===== src/rtl/sa2_cache_pkg.sv =====
package sa2_cache_pkg;

    localparam int WAYS = 2;

    typedef enum logic [1:0] {
        ST_IDLE  = 2'd0,
        ST_FILL  = 2'd1,
        ST_WRITE = 2'd2
    } cstate_e;

    // Empty way first (way 0 before way 1), otherwise the LRU way.
    function automatic logic pick_victim(input logic [WAYS-1:0] vld, input logic lru);
        if (!vld[0]) return 1'b0;
        if (!vld[1]) return 1'b1;
        return lru;
    endfunction

    function automatic logic [WAYS-1:0] way_onehot(input logic w);
        return w ? 2'b10 : 2'b01;
    endfunction

endpackage


===== src/rtl/sa2_cache_ways.sv =====
module sa2_cache_ways import sa2_cache_pkg::*; #(
    parameter int NUM_SETS = 16,
    parameter int IDX_W    = 4,
    parameter int TAG_W    = 12,
    parameter int DATA_W   = 32
) (
    input  logic                          clk,
    input  logic                          rst,
    input  logic [IDX_W-1:0]              rd_idx,
    input  logic [WAYS-1:0]               wr_en,
    input  logic [IDX_W-1:0]              wr_idx,
    input  logic [TAG_W-1:0]              wr_tag,
    input  logic [DATA_W-1:0]             wr_data,
    output logic [WAYS-1:0]               rd_valid,
    output logic [WAYS-1:0][TAG_W-1:0]    rd_tag,
    output logic [WAYS-1:0][DATA_W-1:0]   rd_data
);

    for (genvar w = 0; w < WAYS; w++) begin : g_way
        logic [NUM_SETS-1:0] vld;
        logic [TAG_W-1:0]    tags  [NUM_SETS];
        logic [DATA_W-1:0]   words [NUM_SETS];

        always_ff @(posedge clk) begin
            if (rst) begin
                vld <= '0;
            end else if (wr_en[w]) begin
                vld[wr_idx] <= 1'b1;
            end
        end

        always_ff @(posedge clk) begin
            if (wr_en[w]) begin
                tags[wr_idx]  <= wr_tag;
                words[wr_idx] <= wr_data;
            end
        end

        assign rd_valid[w] = vld[rd_idx];
        assign rd_tag[w]   = tags[rd_idx];
        assign rd_data[w]  = words[rd_idx];
    end

endmodule


===== src/rtl/sa2_cache_match.sv =====
module sa2_cache_match import sa2_cache_pkg::*; #(
    parameter int TAG_W  = 12,
    parameter int DATA_W = 32
) (
    input  logic [WAYS-1:0]               way_valid,
    input  logic [WAYS-1:0][TAG_W-1:0]    way_tag,
    input  logic [WAYS-1:0][DATA_W-1:0]   way_data,
    input  logic [TAG_W-1:0]              req_tag,
    output logic [WAYS-1:0]               hit_vec,
    output logic                          hit,
    output logic                          hit_way,
    output logic [DATA_W-1:0]             hit_data
);

    // One comparator per way, all working in the same cycle.
    for (genvar w = 0; w < WAYS; w++) begin : g_cmp
        assign hit_vec[w] = way_valid[w] && (way_tag[w] == req_tag);
    end

    assign hit      = |hit_vec;
    assign hit_way  = hit_vec[1];
    assign hit_data = hit_way ? way_data[1] : way_data[0];

endmodule


===== src/rtl/sa2_cache_repl.sv =====
module sa2_cache_repl import sa2_cache_pkg::*; #(
    parameter int NUM_SETS = 16,
    parameter int IDX_W    = 4
) (
    input  logic              clk,
    input  logic              rst,
    input  logic [IDX_W-1:0]  rd_idx,
    input  logic [WAYS-1:0]   way_valid,
    input  logic              upd_en,
    input  logic [IDX_W-1:0]  upd_idx,
    input  logic              upd_way,
    output logic              victim
);

    // lru_bits[s] names the way of set s that was used less recently.
    logic [NUM_SETS-1:0] lru_bits;

    always_ff @(posedge clk) begin
        if (rst) begin
            lru_bits <= '0;
        end else if (upd_en) begin
            lru_bits[upd_idx] <= ~upd_way;
        end
    end

    assign victim = pick_victim(way_valid, lru_bits[rd_idx]);

endmodule


===== src/rtl/sa2_cache.sv =====
module sa2_cache import sa2_cache_pkg::*; #(
    parameter int ADDR_W   = 16,
    parameter int DATA_W   = 32,
    parameter int NUM_SETS = 16
) (
    input  logic              clk,
    input  logic              rst,
    input  logic              cpu_req_valid,
    input  logic              cpu_req_we,
    input  logic [ADDR_W-1:0] cpu_req_addr,
    input  logic [DATA_W-1:0] cpu_req_wdata,
    output logic              cpu_ready,
    output logic              cpu_rsp_valid,
    output logic              cpu_rsp_hit,
    output logic [DATA_W-1:0] cpu_rsp_rdata,
    output logic              mem_req,
    output logic              mem_we,
    output logic [ADDR_W-1:0] mem_addr,
    output logic [DATA_W-1:0] mem_wdata,
    input  logic              mem_ack,
    input  logic [DATA_W-1:0] mem_rdata
);

    localparam int IDX_W = $clog2(NUM_SETS);
    localparam int TAG_W = ADDR_W - IDX_W;

    typedef struct packed {
        logic [IDX_W-1:0] idx;
        logic [TAG_W-1:0] tag;
        logic             victim;
        logic             hit;
    } pend_t;

    cstate_e state;
    pend_t   pend;

    logic [IDX_W-1:0]              req_idx;
    logic [TAG_W-1:0]              req_tag;
    logic [WAYS-1:0]               way_valid;
    logic [WAYS-1:0][TAG_W-1:0]    way_tag;
    logic [WAYS-1:0][DATA_W-1:0]   way_data;
    logic [WAYS-1:0]               hit_vec;
    logic                          hit;
    logic                          hit_way;
    logic [DATA_W-1:0]             hit_data;
    logic                          victim_way;
    logic                          accept;
    logic                          fill_done;
    logic [WAYS-1:0]               wr_en;
    logic [IDX_W-1:0]              wr_idx;
    logic [TAG_W-1:0]              wr_tag;
    logic [DATA_W-1:0]             wr_data;
    logic                          upd_en;
    logic [IDX_W-1:0]              upd_idx;
    logic                          upd_way;

    assign req_idx   = cpu_req_addr[IDX_W-1:0];
    assign req_tag   = cpu_req_addr[ADDR_W-1:IDX_W];
    assign cpu_ready = (state == ST_IDLE);
    assign accept    = cpu_req_valid && cpu_ready;
    assign fill_done = (state == ST_FILL) && mem_ack;

    sa2_cache_ways #(
        .NUM_SETS(NUM_SETS), .IDX_W(IDX_W), .TAG_W(TAG_W), .DATA_W(DATA_W)
    ) u_ways (
        .clk(clk), .rst(rst), .rd_idx(req_idx),
        .wr_en(wr_en), .wr_idx(wr_idx), .wr_tag(wr_tag), .wr_data(wr_data),
        .rd_valid(way_valid), .rd_tag(way_tag), .rd_data(way_data)
    );

    sa2_cache_match #(.TAG_W(TAG_W), .DATA_W(DATA_W)) u_match (
        .way_valid(way_valid), .way_tag(way_tag), .way_data(way_data),
        .req_tag(req_tag), .hit_vec(hit_vec), .hit(hit),
        .hit_way(hit_way), .hit_data(hit_data)
    );

    sa2_cache_repl #(.NUM_SETS(NUM_SETS), .IDX_W(IDX_W)) u_repl (
        .clk(clk), .rst(rst), .rd_idx(req_idx), .way_valid(way_valid),
        .upd_en(upd_en), .upd_idx(upd_idx), .upd_way(upd_way),
        .victim(victim_way)
    );

    // Storage write port: a refill of the latched victim, or a write hit.
    always_comb begin
        wr_en   = '0;
        wr_idx  = req_idx;
        wr_tag  = req_tag;
        wr_data = cpu_req_wdata;
        if (fill_done) begin
            wr_en   = way_onehot(pend.victim);
            wr_idx  = pend.idx;
            wr_tag  = pend.tag;
            wr_data = mem_rdata;
        end else if (accept && cpu_req_we && hit) begin
            wr_en = hit_vec;
        end
    end

    // LRU update on every hit (read or write) and every refill.
    always_comb begin
        upd_en  = 1'b0;
        upd_idx = req_idx;
        upd_way = hit_way;
        if (fill_done) begin
            upd_en  = 1'b1;
            upd_idx = pend.idx;
            upd_way = pend.victim;
        end else if (accept && hit) begin
            upd_en = 1'b1;
        end
    end

    always_ff @(posedge clk) begin
        if (rst) begin
            state         <= ST_IDLE;
            pend          <= '0;
            cpu_rsp_valid <= 1'b0;
            cpu_rsp_hit   <= 1'b0;
            cpu_rsp_rdata <= '0;
            mem_req       <= 1'b0;
            mem_we        <= 1'b0;
            mem_addr      <= '0;
            mem_wdata     <= '0;
        end else begin
            cpu_rsp_valid <= 1'b0;
            unique case (state)
                ST_IDLE: begin
                    if (accept) begin
                        pend.idx    <= req_idx;
                        pend.tag    <= req_tag;
                        pend.victim <= victim_way;
                        pend.hit    <= hit;
                        if (cpu_req_we) begin
                            mem_req   <= 1'b1;
                            mem_we    <= 1'b1;
                            mem_addr  <= cpu_req_addr;
                            mem_wdata <= cpu_req_wdata;
                            state     <= ST_WRITE;
                        end else if (hit) begin
                            cpu_rsp_valid <= 1'b1;
                            cpu_rsp_hit   <= 1'b1;
                            cpu_rsp_rdata <= hit_data;
                        end else begin
                            mem_req  <= 1'b1;
                            mem_we   <= 1'b0;
                            mem_addr <= cpu_req_addr;
                            state    <= ST_FILL;
                        end
                    end
                end
                ST_FILL: begin
                    if (mem_ack) begin
                        mem_req       <= 1'b0;
                        cpu_rsp_valid <= 1'b1;
                        cpu_rsp_hit   <= 1'b0;
                        cpu_rsp_rdata <= mem_rdata;
                        state         <= ST_IDLE;
                    end
                end
                ST_WRITE: begin
                    if (mem_ack) begin
                        mem_req       <= 1'b0;
                        mem_we        <= 1'b0;
                        cpu_rsp_valid <= 1'b1;
                        cpu_rsp_hit   <= pend.hit;
                        cpu_rsp_rdata <= '0;
                        state         <= ST_IDLE;
                    end
                end
                default: state <= ST_IDLE;
            endcase
        end
    end

endmodule


===== config.mk =====
export PLATFORM = sky130hd
export DESIGN_NAME = sa2_cache
export DESIGN_NICKNAME = d
export VERILOG_FILES = /design/src/rtl/sa2_cache_pkg.sv /design/src/rtl/sa2_cache_ways.sv /design/src/rtl/sa2_cache_match.sv /design/src/rtl/sa2_cache_repl.sv /design/src/rtl/sa2_cache.sv
export SDC_FILE = /design/constraint.sdc
export NUM_CORES = 1
export LEC_CHECK = 0
export BUFFER_PORTS_ARGS = -buffer_cell sky130_fd_sc_hd__buf_2
export CORE_UTILIZATION = 45
export DETAILED_ROUTE_END_ITERATION = 10
export PLACE_DENSITY = 0.61
export SLEW_MARGIN = 25
export SYNTH_ARGS = -nofsm -noshare
export SYNTH_HDL_FRONTEND = slang
export SYNTH_SLANG_ARGS = --single-unit
export TNS_END_PERCENT = 5

===== constraint.sdc =====
create_clock -name clk -period 10.7 [get_ports clk]
set_input_delay 1.07 -clock clk [delete_from_list [all_inputs] [get_ports clk]]
set_output_delay 1.07 -clock clk [all_outputs]
set_load 0.005 [all_outputs]

==> results of run 1 <==
## cell type report
| type | instances | share of cell area |
|---|---|---|
| well taps | 1768 | 0.03200 |
| clock inverters | 99 | 0.01394 |
| flip-flops and latches | 1560 | 0.6556 |
| diodes | 2 | 0.00007239 |
| multi-input cells | 1290 | 0.2155 |
| inverters | 40 | 0.002461 |
| repair buffers | 231 | 0.01993 |
| clock buffers | 189 | 0.06052 |
## worst reg2reg max path, delay by kind of cell (launching register included)
family	cells	cell delay (ns)
buf+inv	4	1.72
simple gates	3	1.40
compound gates	2	0.54
flops	1	0.36
fa+ha+maj	1	0.24
## registers in the layout, summed over array words and instances (netlist names), 2 cells and up
| name | flops |
|---|---|
| mem_addr | 16 |
| u_ways.g_way.words | 1024 |
| u_ways.g_way.tags | 384 |
| pend | 18 |
| u_repl.lru_bits | 16 |
| mem_wdata | 32 |
| u_ways.g_way.vld | 32 |
| state | 2 |
| cpu_rsp_rdata | 32 |
## synthesized netlist by cell type, types with 3 or more instances
cell                       number  area share
sky130_fd_sc_hd__mux4_2       422        0.16
sky130_fd_sc_hd__a21oi_1       90      0.0074
sky130_fd_sc_hd__mux2i_1      101       0.017
sky130_fd_sc_hd__buf_1         11     0.00068
sky130_fd_sc_hd__buf_2         59      0.0048
sky130_fd_sc_hd__and2_1         3     0.00031
sky130_fd_sc_hd__o21a_1         5     0.00062
sky130_fd_sc_hd__buf_6          7      0.0013
sky130_fd_sc_hd__nand3_1       45      0.0037
sky130_fd_sc_hd__xnor2_1       11      0.0016
sky130_fd_sc_hd__a22oi_1       12      0.0015
sky130_fd_sc_hd__o22ai_1       16      0.0016
sky130_fd_sc_hd__o31a_1         3     0.00043
sky130_fd_sc_hd__inv_1         39      0.0024
sky130_fd_sc_hd__a22o_1        49      0.0070
sky130_fd_sc_hd__xor2_1        20      0.0029
sky130_fd_sc_hd__a211oi_1       3     0.00037
sky130_fd_sc_hd__o21ai_1        5     0.00041
sky130_fd_sc_hd__edfxtp_1    1408        0.69
sky130_fd_sc_hd__clkbuf_1      95      0.0059
sky130_fd_sc_hd__ha_1           4     0.00082
sky130_fd_sc_hd__o21ai_0       56      0.0046
sky130_fd_sc_hd__buf_4         11      0.0014
sky130_fd_sc_hd__nand2_1      276       0.017
sky130_fd_sc_hd__nor2b_1        9     0.00092
sky130_fd_sc_hd__nand3b_1       4     0.00049
sky130_fd_sc_hd__o211ai_1       5     0.00062
sky130_fd_sc_hd__dfxtp_1      152       0.050
sky130_fd_sc_hd__nand4_1        3     0.00031
sky130_fd_sc_hd__nor3_1         7     0.00057
sky130_fd_sc_hd__nand2b_1      35      0.0036
sky130_fd_sc_hd__nor2_1        68      0.0042
## logic make-up (layout without fill, tap and decap cells)
logic type / Yosys count / after routing / synth area share
AOI/OAI and AO/OA: 266 / 266 / 0.02823
xor gates and xnor gates: 31 / 31 / 0.004455
adders and majority gates: 4 / 4 / 0.0008213
buffers and inverters: 224 / 559 / 0.01657
DFF: 1560 / 1560 / 0.7437
muxes: 526 / 526 / 0.1731
other: 0 / 2 / 0
and+or+nand+nor: 463 / 463 / 0.03312
## through the flow
step,utilization,cells
4_1_cts,0.5154,5177
6_report,0.5161,5179
5_1_grt,0.5161,5177
3_3_place_gp,0.4767,4888
2_1_floorplan,-,3074
3_5_place_dp,0.4769,4889
## power groups by stage
| stage | Clock, µW | Combinational, µW | Sequential [µW] |
|---|---|---|---|
| floorplan | 0 | 508 | 6900 |
| global placement | 0 | 805 | 6910 |
| detailed placement | 0 | 827 | 6920 |
| CTS | 5570 | 828 | 6790 |
| global route | 5790 | 886 | 6780 |
| finish | 5470 | 827 | 6780 |
## placed cells by master (no fill, tap or decap), types with 5 or more instances in the layout
cell,instances
sky130_fd_sc_hd__a21oi_1,90
sky130_fd_sc_hd__mux2i_1,101
sky130_fd_sc_hd__a22o_1,49
sky130_fd_sc_hd__clkinvlp_4,7
sky130_fd_sc_hd__clkinv_8,6
sky130_fd_sc_hd__o22ai_1,16
sky130_fd_sc_hd__buf_4,60
sky130_fd_sc_hd__clkinv_2,50
sky130_fd_sc_hd__nor3_1,7
sky130_fd_sc_hd__buf_2,164
sky130_fd_sc_hd__o21a_1,5
sky130_fd_sc_hd__clkbuf_1,23
sky130_fd_sc_hd__clkinv_1,29
sky130_fd_sc_hd__inv_1,23
sky130_fd_sc_hd__nand3_1,45
sky130_fd_sc_hd__mux4_2,422
sky130_fd_sc_hd__clkbuf_16,161
sky130_fd_sc_hd__nand2_2,36
sky130_fd_sc_hd__xnor2_1,11
sky130_fd_sc_hd__a22oi_1,12
sky130_fd_sc_hd__nor2_1,50
sky130_fd_sc_hd__o21ai_1,5
sky130_fd_sc_hd__bufinv_16,14
sky130_fd_sc_hd__o21ai_0,56
sky130_fd_sc_hd__clkbuf_8,6
sky130_fd_sc_hd__edfxtp_1,1408
sky130_fd_sc_hd__dfxtp_1,152
sky130_fd_sc_hd__xor2_1,20
sky130_fd_sc_hd__nor2_4,17
sky130_fd_sc_hd__nand2b_1,35
sky130_fd_sc_hd__nor2b_1,9
sky130_fd_sc_hd__o211ai_1,5
sky130_fd_sc_hd__nand2_1,239
## how the worst max path moves through the flow
stage / endpoint / slack, ns / start / depth (start not counted)
after global routing: u_ways.g_way[1].words[11][26]$_DFFE_PP_ / 4.15 / cpu_req_addr[0] / 12
after detailed placement: u_ways.g_way[1].words[11][25]$_DFFE_PP_ / 3.68 / cpu_req_addr[0] / 12
after global placement: u_ways.g_way[1].words[12][14]$_DFFE_PP_ / 3.62 / cpu_req_addr[0] / 12
after floorplan: u_ways.g_way[1].tags[4][0]$_DFFE_PP_ / 4.81 / cpu_req_addr[1] / 12
final: u_ways.g_way[1].words[15][22]$_DFFE_PP_ / 4.58 / cpu_req_addr[0] / 12
after CTS: u_ways.g_way[1].words[11][22]$_DFFE_PP_ / 4.47 / cpu_req_addr[0] / 12
## layer usage
layer  part of all wire  up-vias  global-route usage
li1                   -    12890                   -
met1               0.42    16560              0.3241
met2               0.48     1330              0.3605
met3              0.070      250             0.04287
met4              0.027        2             0.07128
met5           0.000071        -                   0
==> impl.org, run 1 <==
** Worst setup path
- On the worst path, the slowest cell contributes a delay of 0.71 ns.
- Worst path required time :: 11.10 ns
- Start-to-end type of the worst setup path :: primary input to flip-flop
- The worst setup path is launched from a primary input.
- On the critical path the largest part of the delay comes from buffers and inverters.
- Critical-path top delay cell :: sky130_fd_sc_hd__buf_4
- Reg2Reg Capture Point :: u_ways.g_way[0].words[14][15]$_DFFE_PP_
- Worst endpoint data arrival time :: 6.52 ns
- Cell repeated most along the worst path :: sky130_fd_sc_hd__buf_4
- CP max FO :: 68
- Critical path buffers and inverters :: 5
- STA classifies the critical path endpoint as a flip-flop.
- Traced cell by cell, the critical path runs through buf_8 -> buf_4 -> buf_4 -> mux2i_1 -> xnor2_1 -> nor4_1 -> a41o_1 -> nand3_1 -> o31a_1 -> buf_4 -> nor2_4 -> buf_4.
- Count of cells along the worst register-to-register path :: 10
- Beginning of the worst register-to-register path :: state[1]$_SDFFE_PP0P_
- FF-to-FF setup slack :: 5.98 ns

** Clocking
- After clock tree synthesis, the clock-pin slew on the worst setup and hold paths is 0.06 ns.
- Number of buffers inserted for hold repair after clock tree synthesis :: 0
- TritonCTS built the clock tree.
- H-Tree Depth :: 4
- In this run the post-CTS setup repair buffer count came out at 0.
- Maximum clock path buffer count :: 3
- CTS placed an instance of sky130_fd_sc_hd__clkbuf_16 at the clock tree root.
- The clock drives 1560 sinks.
- The number of clock buffers added by TritonCTS is 157.
- For the worst-skew pair, the clock arrives at the later sink with an insertion delay of 0.81 ns.
- Post-CTS repair changed the size of 0 cells.

** Cells and area
- In the final layout, flip-flops and latches occupy 0.04532 mm².
- After routing the design area is 0.06914 mm².
- Area delta synth->final :: 13.45%
- In the final layout, the share of cells above drive strength 1 is 0.2866.
- In the final layout, the multi-input gates occupy 0.01490 mm².
- Fill cells :: 10400
- Nets :: 3369

** Die
- Total I/O pin count :: 170
- Die area :: 0.1369 mm²
- For this configuration, the core starts out at a cell density of 0.4549.
- In this run the horizontal extent of the chip is 370.0 µm.
- The floorplan has 134 rows.
- From bottom edge to top edge, the die measures 370.0 µm.
- Core Region :: 0.1340 mm²

** Power and ir drop
- Combinational cell fraction of total power :: 0.063
- Leakage Power :: 0.02260 µW
- In this run the power spent charging and discharging nets is 2906 µW.
- Of the total power, registers draw 0.518.
- Cell area power density :: 189.3 mW/mm²
- After layout, the design draws a total of 13080 µW.
- VDD sags by at most 0.1412 mV.
- The share of total power dissipated in the clock network is 0.418.
- Internal power :: 10180 µW
- Of the total power, the share spent switching nets is 0.2221.

** Place
- Routability-driven placement finished with a final weighted congestion of 0.8469.
- Place WS :: 3.678 ns
- Detailed-placement wirelength estimate :: 86250 µm
- Once placement finished, the instance area stood at 0.06389 mm².
- Quantity of I/O buffers inserted on ports :: 169

** Synth
- Yosys mapped a number of flops with a built-in enable equal to 1408.
- FF+latch count, synth :: 1560
- Async set-reset flop share out of synthesis :: 0
- In the synthesized netlist, the number of instances is 3074.
- For this run, the leading register cell type out of synthesis is sky130_fd_sc_hd__edfxtp_1.
- Average footprint of a synthesized cell :: 19.83 µm²
- Syn Nets :: 3163
- In this run, distinct cell masters in the synthesized netlist total 61.
- Synthesis Warnings :: 0
- The cell area that synthesis handed to floorplanning was 0.06094 mm².
- For this run, the register share of the synthesized area comes to 0.7437.

** Worst hold path
- The path with the worst hold slack has its endpoint at u_ways.g_way[0].vld[6]$_SDFFE_PP0P_.
- The worst hold path begins at u_ways.g_way[0].vld[6]$_SDFFE_PP0P_.
- Worst hold path type :: flip-flop to flip-flop
- Counting instances, the worst hold path has a depth of 2.

** Outcome
- The flow ran to the end, and the final reports show no timing, DRC or antenna violations.

** Timing
- Based on the critical path, the design can be clocked at up to 163.5 MHz.
- The tightest hold path in the finished design has a slack of 0.4524 ns.
- The number of slew-limit violations in the final report came to 0.
- Headroom to the max-slew limit came out at 0.2509.
- Across all setup checks in the final design, the least slack found is 4.584 ns.
- The final hold violation count came to 0.
- Fraction of the cycle the final worst path needs :: 0.5716
- Transition at the pin with the smallest max-transition slack :: 1.124 ns
- Setup total negative slack on the finished layout was measured at 0 ns.
- Period minus WS final :: 6.116 ns
- Setup violations remaining at the end of the flow were counted as 0.
- Setup repair after global routing left no endpoint under its margin.
- Between clock sinks in the finished design, the worst skew comes to 0.04646 ns.

** Routing
- For this run, design rule violations remaining after detail routing come to 0.
- In this run, the number of DRC markers left after iteration 0 of detailed routing was 3571.
- Routed Wire Length :: 155000 µm
- Via count :: 31030
- Antenna Nets Post-Route :: 0
- Detail-routed via count per cell :: 5.992
- After detailed routing, the average wire length per cell comes to 29.93 µm.
- The pre-antenna-repair detailed-routing pass consisted of 6 iterations.

** Global route
- GRT Util Overall :: 0.2287
- The number of global-route vias before repair is 31460.
- Entering global routing, the biggest net connects 96 pins.
- For this run the aggregate overflow at the end of global routing stands at 0.
- Number of antenna violations at the first check in global routing :: 5
- First-pass GRT wire length :: 223700 µm

** Flow run
- Max Cap Viol :: 0
Power figures use the tool's default switching activity.
==> run 2: changes to the inputs <==
--- a/config.mk
+++ b/config.mk
@@ -5,6 +5,7 @@
 export SDC_FILE = /design/constraint.sdc
 export NUM_CORES = 1
 export LEC_CHECK = 0
+export ABC_AREA = 1
 export BUFFER_PORTS_ARGS = -buffer_cell sky130_fd_sc_hd__buf_2
 export CORE_UTILIZATION = 45
 export DETAILED_ROUTE_END_ITERATION = 10
==> constraint.sdc (replaced) <==
create_clock -name clk -period 5.7 [get_ports clk]
set_input_delay 0.57 -clock clk [delete_from_list [all_inputs] [get_ports clk]]
set_output_delay 0.57 -clock clk [all_outputs]
set_load 0.005 [all_outputs]
==> impl.org, run 2 <==
** Outcome
- The flow ran to the end, and the final reports show no timing, DRC or antenna violations.

** Synth
- The most used flip-flop cell after synthesis is sky130_fd_sc_hd__edfxtp_1.
- Most numerous cell types in the synthesized netlist :: 1408 x sky130_fd_sc_hd__edfxtp_1, 889 x sky130_fd_sc_hd__nor2_1, 819 x sky130_fd_sc_hd__nand2_1
- Number of instances in the synthesized netlist :: 5427
- The share of the Yosys chip area taken by registers is 0.7182.
- sky130_fd_sc_hd__edfxtp_1 is the most common cell in the netlist.
- Syn Nets :: 5516
- In this run, synthesis inferred 1408 flip-flops with an integrated enable.
- In the post-synthesis netlist, the biggest area contributors are sky130_fd_sc_hd__edfxtp_1 67%, sky130_fd_sc_hd__nor2_1 5.3%, sky130_fd_sc_hd__o21ai_0 4.9%.
- After synthesis, the share of flip-flops with an asynchronous set or reset is 0.
- In this run, synthesis produced a sequential element count of 1560.
- Of the post-synthesis cell area, the dominant cell type holds 0.6700.
- During synthesis, Yosys emitted a total of 0 warnings.
- Averaged over all synthesized cells, the footprint is 11.63 µm².
- Post-synthesis cell type with the largest combined area :: sky130_fd_sc_hd__edfxtp_1
- Distinct cell type count of the synthesized netlist :: 30
- The synthesized netlist occupies a cell area of 0.06310 mm².

** Die
- In this run the vertical extent of the chip is 376.5 µm.
- The die covers 0.1417 mm².
- The initialized floorplan defines 137 standard-cell rows.
- In this run the count of I/O pins placed on the die edge is 170.
- Die outline width :: 376.5 µm
- For this configuration, the core starts out at a cell density of 0.4528.
- Core Region :: 0.1394 mm²

** Global route
- Entering global routing, the biggest net connects 244 pins.
- Number of antenna violations at the first check in global routing :: 2
- For met1 alone, demand over resource in global routing was 0.3690.
- For this run, the total global-route usage over all layers was measured as 0.2681.
- First-pass GRT wire length :: 280900 µm
- For this run, global-route usage on met2 was measured as 0.4346.
- After global routing the overflow that remains totals 0.
- Via count of the first global-routing pass :: 41400
- In the global route stage, met3 resource usage came out at 0.03952.
- Layer carrying the most global-route usage :: met2

** Timing
- On the final layout, the worst hold slack is 0.03622 ns.
- The number of slew-limit violations in the final report came to 0.
- For this run, the top clock speed supported by timing is 254.7 MHz.
- Final Hold Violating Endpoints :: 0
- Final count of negative-setup-slack endpoints :: 0
- Of the available clock period, the critical path in the final layout requires 0.6888.
- Across the routed clock network, the largest skew measured is 0.02815 ns.
- Adding up every negative setup slack in the final design gives 0 ns.
- Remaining max-slew budget at the tightest pin :: 0.2455
- For the pin with the worst max-slew slack, the measured transition is 1.132 ns.
- Setup repair after global routing left no endpoint under its margin.
- The worst path in the final design needs a cycle of 3.926 ns, including I/O delays and setup.

** Place
- At the end of routability-driven placement, the weighted congestion stood at 0.8848.
- During placement, the flow inserted port buffers numbering 169.
- After detailed placement, the design holds a cell count of 7238.
- Detailed-placement wirelength estimate :: 107700 µm

** Worst hold path
- Hold Crit Depth :: 3
- The worst hold path begins at cpu_req_wdata[9].
- The worst hold path terminates at mem_wdata[9]$_SDFFE_PP0P_.
- The worst hold path belongs to the class primary input to flip-flop.

** Cells and area
- Share of cells above drive strength 1 :: 0.1073
- Post-Route Utilization :: 0.5158
- The net count of the finished layout is 5618.
- Leaving out fill and tap cells, the most frequent cell in the layout is sky130_fd_sc_hd__edfxtp_1.
- Area of all sequential standard cells :: 0.04532 mm²
- Counting the fill cells in the layout gives 11990.
- Leaving out fill and tap cells, the most frequent cells in the layout are 1408 x sky130_fd_sc_hd__edfxtp_1, 888 x sky130_fd_sc_hd__nor2_1, 800 x sky130_fd_sc_hd__nand2_1.
- The register with the most flip-flops in the layout has 1024 of them.
- Non-filler instance count after layout :: 7534
- Area delta synth->final :: 13.91%
- Largest registers :: u_ways.g_way.words: 1024 flops, u_ways.g_way.tags: 384 flops
- The multi-input combinational cells in the finished layout cover a total of 0.01550 mm².
- Top reg by flops :: u_ways.g_way.words
- 0 antenna diodes ended up in the layout.

** Clocking
- At the later pin of the worst-skew pair, clock insertion delay measures 0.80 ns.
- TritonCTS built the clock tree.
- Number of gates resized after cts :: 0
- The root buffer cell chosen for the clock tree is sky130_fd_sc_hd__clkbuf_16.
- Clock tree synthesis inserted a total of 155 buffers.
- H-Tree Depth :: 4
- Clock-pin slew reported for the worst setup and hold paths after clock tree synthesis :: 0.06 ns
- Total number of clock tree sinks :: 1560
- Post-CTS setup-driven buffer insertion count :: 0
- The clock passes through at most 3 buffers.

** Routing
- The detailed router placed 44040 vias in this run.
- The detailed router finished its first iteration with 5794 violations.
- Antenna Nets Post-Route :: 0
- Detail-routed via count per cell :: 5.845
- For this run, design rule violations remaining after detail routing come to 0.
- Routed Wire Length :: 193500 µm
- Before antenna repair, the detailed router went through 5 iterations.
- Average routed wire per standard cell :: 25.68 µm

** Power and ir drop
- Leakage Power :: 0.02549 µW
- IR drop worst, VDD :: 0.2862 mV
- Cell area power density :: 353.2 mW/mm²

** Flow run
- Max-cap violations in this run came to 0.

** Worst setup path
- In this run the critical register-to-register path is launched from state[0]$_SDFFE_PP0P_.
- Count of cells along the worst register-to-register path :: 10
- The worst register-to-register path has a setup slack of 1.86 ns.
- Worst endpoint data arrival time :: 4.41 ns
- The endpoint identified for the worst register-to-register timing path is u_ways.g_way[1].words[15][7]$_DFFE_PP_.
- In this run the worst path has a maximum fanout of 129.
- Kind of start point of the critical path :: primary input
- STA classifies the critical path endpoint as a flip-flop.
- Start-to-end type of the worst setup path :: primary input to flip-flop
- Worst path required time :: 6.19 ns
## run 2: cell count changes in the layout (fill, tap and decap cells not counted), moves of 50 or more
cell,previous run,this run
sky130_fd_sc_hd__o211ai_1,5,94
sky130_fd_sc_hd__mux4_2,422,0
sky130_fd_sc_hd__nand2_1,239,800
sky130_fd_sc_hd__o22ai_1,16,66
sky130_fd_sc_hd__o21ai_0,56,607
sky130_fd_sc_hd__mux2i_1,101,0
sky130_fd_sc_hd__nand3_1,45,412
sky130_fd_sc_hd__inv_1,23,186
sky130_fd_sc_hd__o221ai_1,0,194
sky130_fd_sc_hd__nor2_1,50,888
## run 2: logic make-up (layout without fill, tap and decap cells)
kind of cell / after synthesis / in the layout / synth area share
AOI/OAI and AO/OA: 1130 / 1130 / 0.1077
adders and majority gates: 4 / 4 / 0.0007931
buffers and inverters: 601 / 832 / 0.03769
DFF: 1560 / 1560 / 0.7182
and+or+nand+nor: 2132 / 2132 / 0.1356
## run 2: per-layer routing
layer  wire length [µm]  share of wire  up-vias
li1                   -              -    19650
met1              79360           0.41    21880
met2              92470           0.48     2169
met3              15250          0.079      346
met4               6382          0.033        0
met5                  0              0        -
## run 2: cell type report
| cell class | instances | area share |
|---|---|---|
| multi-input cells | 3266 | 0.2157 |
| clock inverters | 84 | 0.01046 |
| flip-flops and latches | 1560 | 0.6306 |
| well taps | 1876 | 0.03266 |
| clock buffers | 202 | 0.05976 |
| repair buffers | 319 | 0.03819 |
| inverters | 227 | 0.01272 |
## run 2: report_power, final
group	switching, µW	total (µW)	internal, µW
clock	4360	10300	5900
sequential	66.7	12900	12800
combinational	1690	2230	543
## run 2: stage by stage
stage	power (µW)	area, µm²	worst slack, ns
2_1_floorplan	14360	63100	2.112
3_3_place_gp	15300	66600	1.217
3_5_place_dp	15330	66680	1.175
4_1_cts	25440	71810	1.929
5_1_grt	26050	71880	1.685
6_report	25380	71880	1.774
## run 2: how the worst max path moves through the flow
stage / start / to / slack, ns / depth (start not counted)
final: cpu_req_addr[1] / u_ways.g_way[0].tags[13][11]$_DFFE_PP_ / 1.77 / 17
after global routing: cpu_req_addr[1] / u_ways.g_way[0].words[13][29]$_DFFE_PP_ / 1.69 / 17
after CTS: state[0]$_SDFFE_PP0P_ / u_ways.g_way[1].tags[11][1]$_DFFE_PP_ / 1.93 / 10
after detailed placement: cpu_req_addr[1] / u_ways.g_way[0].tags[13][6]$_DFFE_PP_ / 1.17 / 17
after global placement: cpu_req_addr[1] / cpu_rsp_rdata[6]$_SDFFE_PP0P_ / 1.22 / 12
after floorplan: cpu_req_addr[2] / u_ways.g_way[1].tags[2][0]$_DFFE_PP_ / 2.11 / 14
## run 2: repair_timing
| item | CTS | global route |
|---|---|---|
| endpoints found under the hold margin | 8 | 0 |
| endpoints found under the setup margin | 0 | 0 |
| hold buffers | 8 | 0 |
## run 2: worst max-delay path, cell delays in order
cell	delay (ns)
sky130_fd_sc_hd__buf_8	0.52
sky130_fd_sc_hd__inv_8	0.42
sky130_fd_sc_hd__nand3_1	0.33
sky130_fd_sc_hd__nand3_1	0.14
sky130_fd_sc_hd__nand3_1	0.19
sky130_fd_sc_hd__nand2_1	0.07
sky130_fd_sc_hd__nand2_1	0.11
sky130_fd_sc_hd__nand2_1	0.07
sky130_fd_sc_hd__nor2_1	0.09
sky130_fd_sc_hd__nand2_1	0.08
sky130_fd_sc_hd__nor2_1	0.10
sky130_fd_sc_hd__nand2_1	0.19
sky130_fd_sc_hd__o22ai_2	0.16
sky130_fd_sc_hd__buf_4	0.25
sky130_fd_sc_hd__nand2_1	0.13
sky130_fd_sc_hd__clkinv_2	0.50
sky130_fd_sc_hd__buf_12	0.27
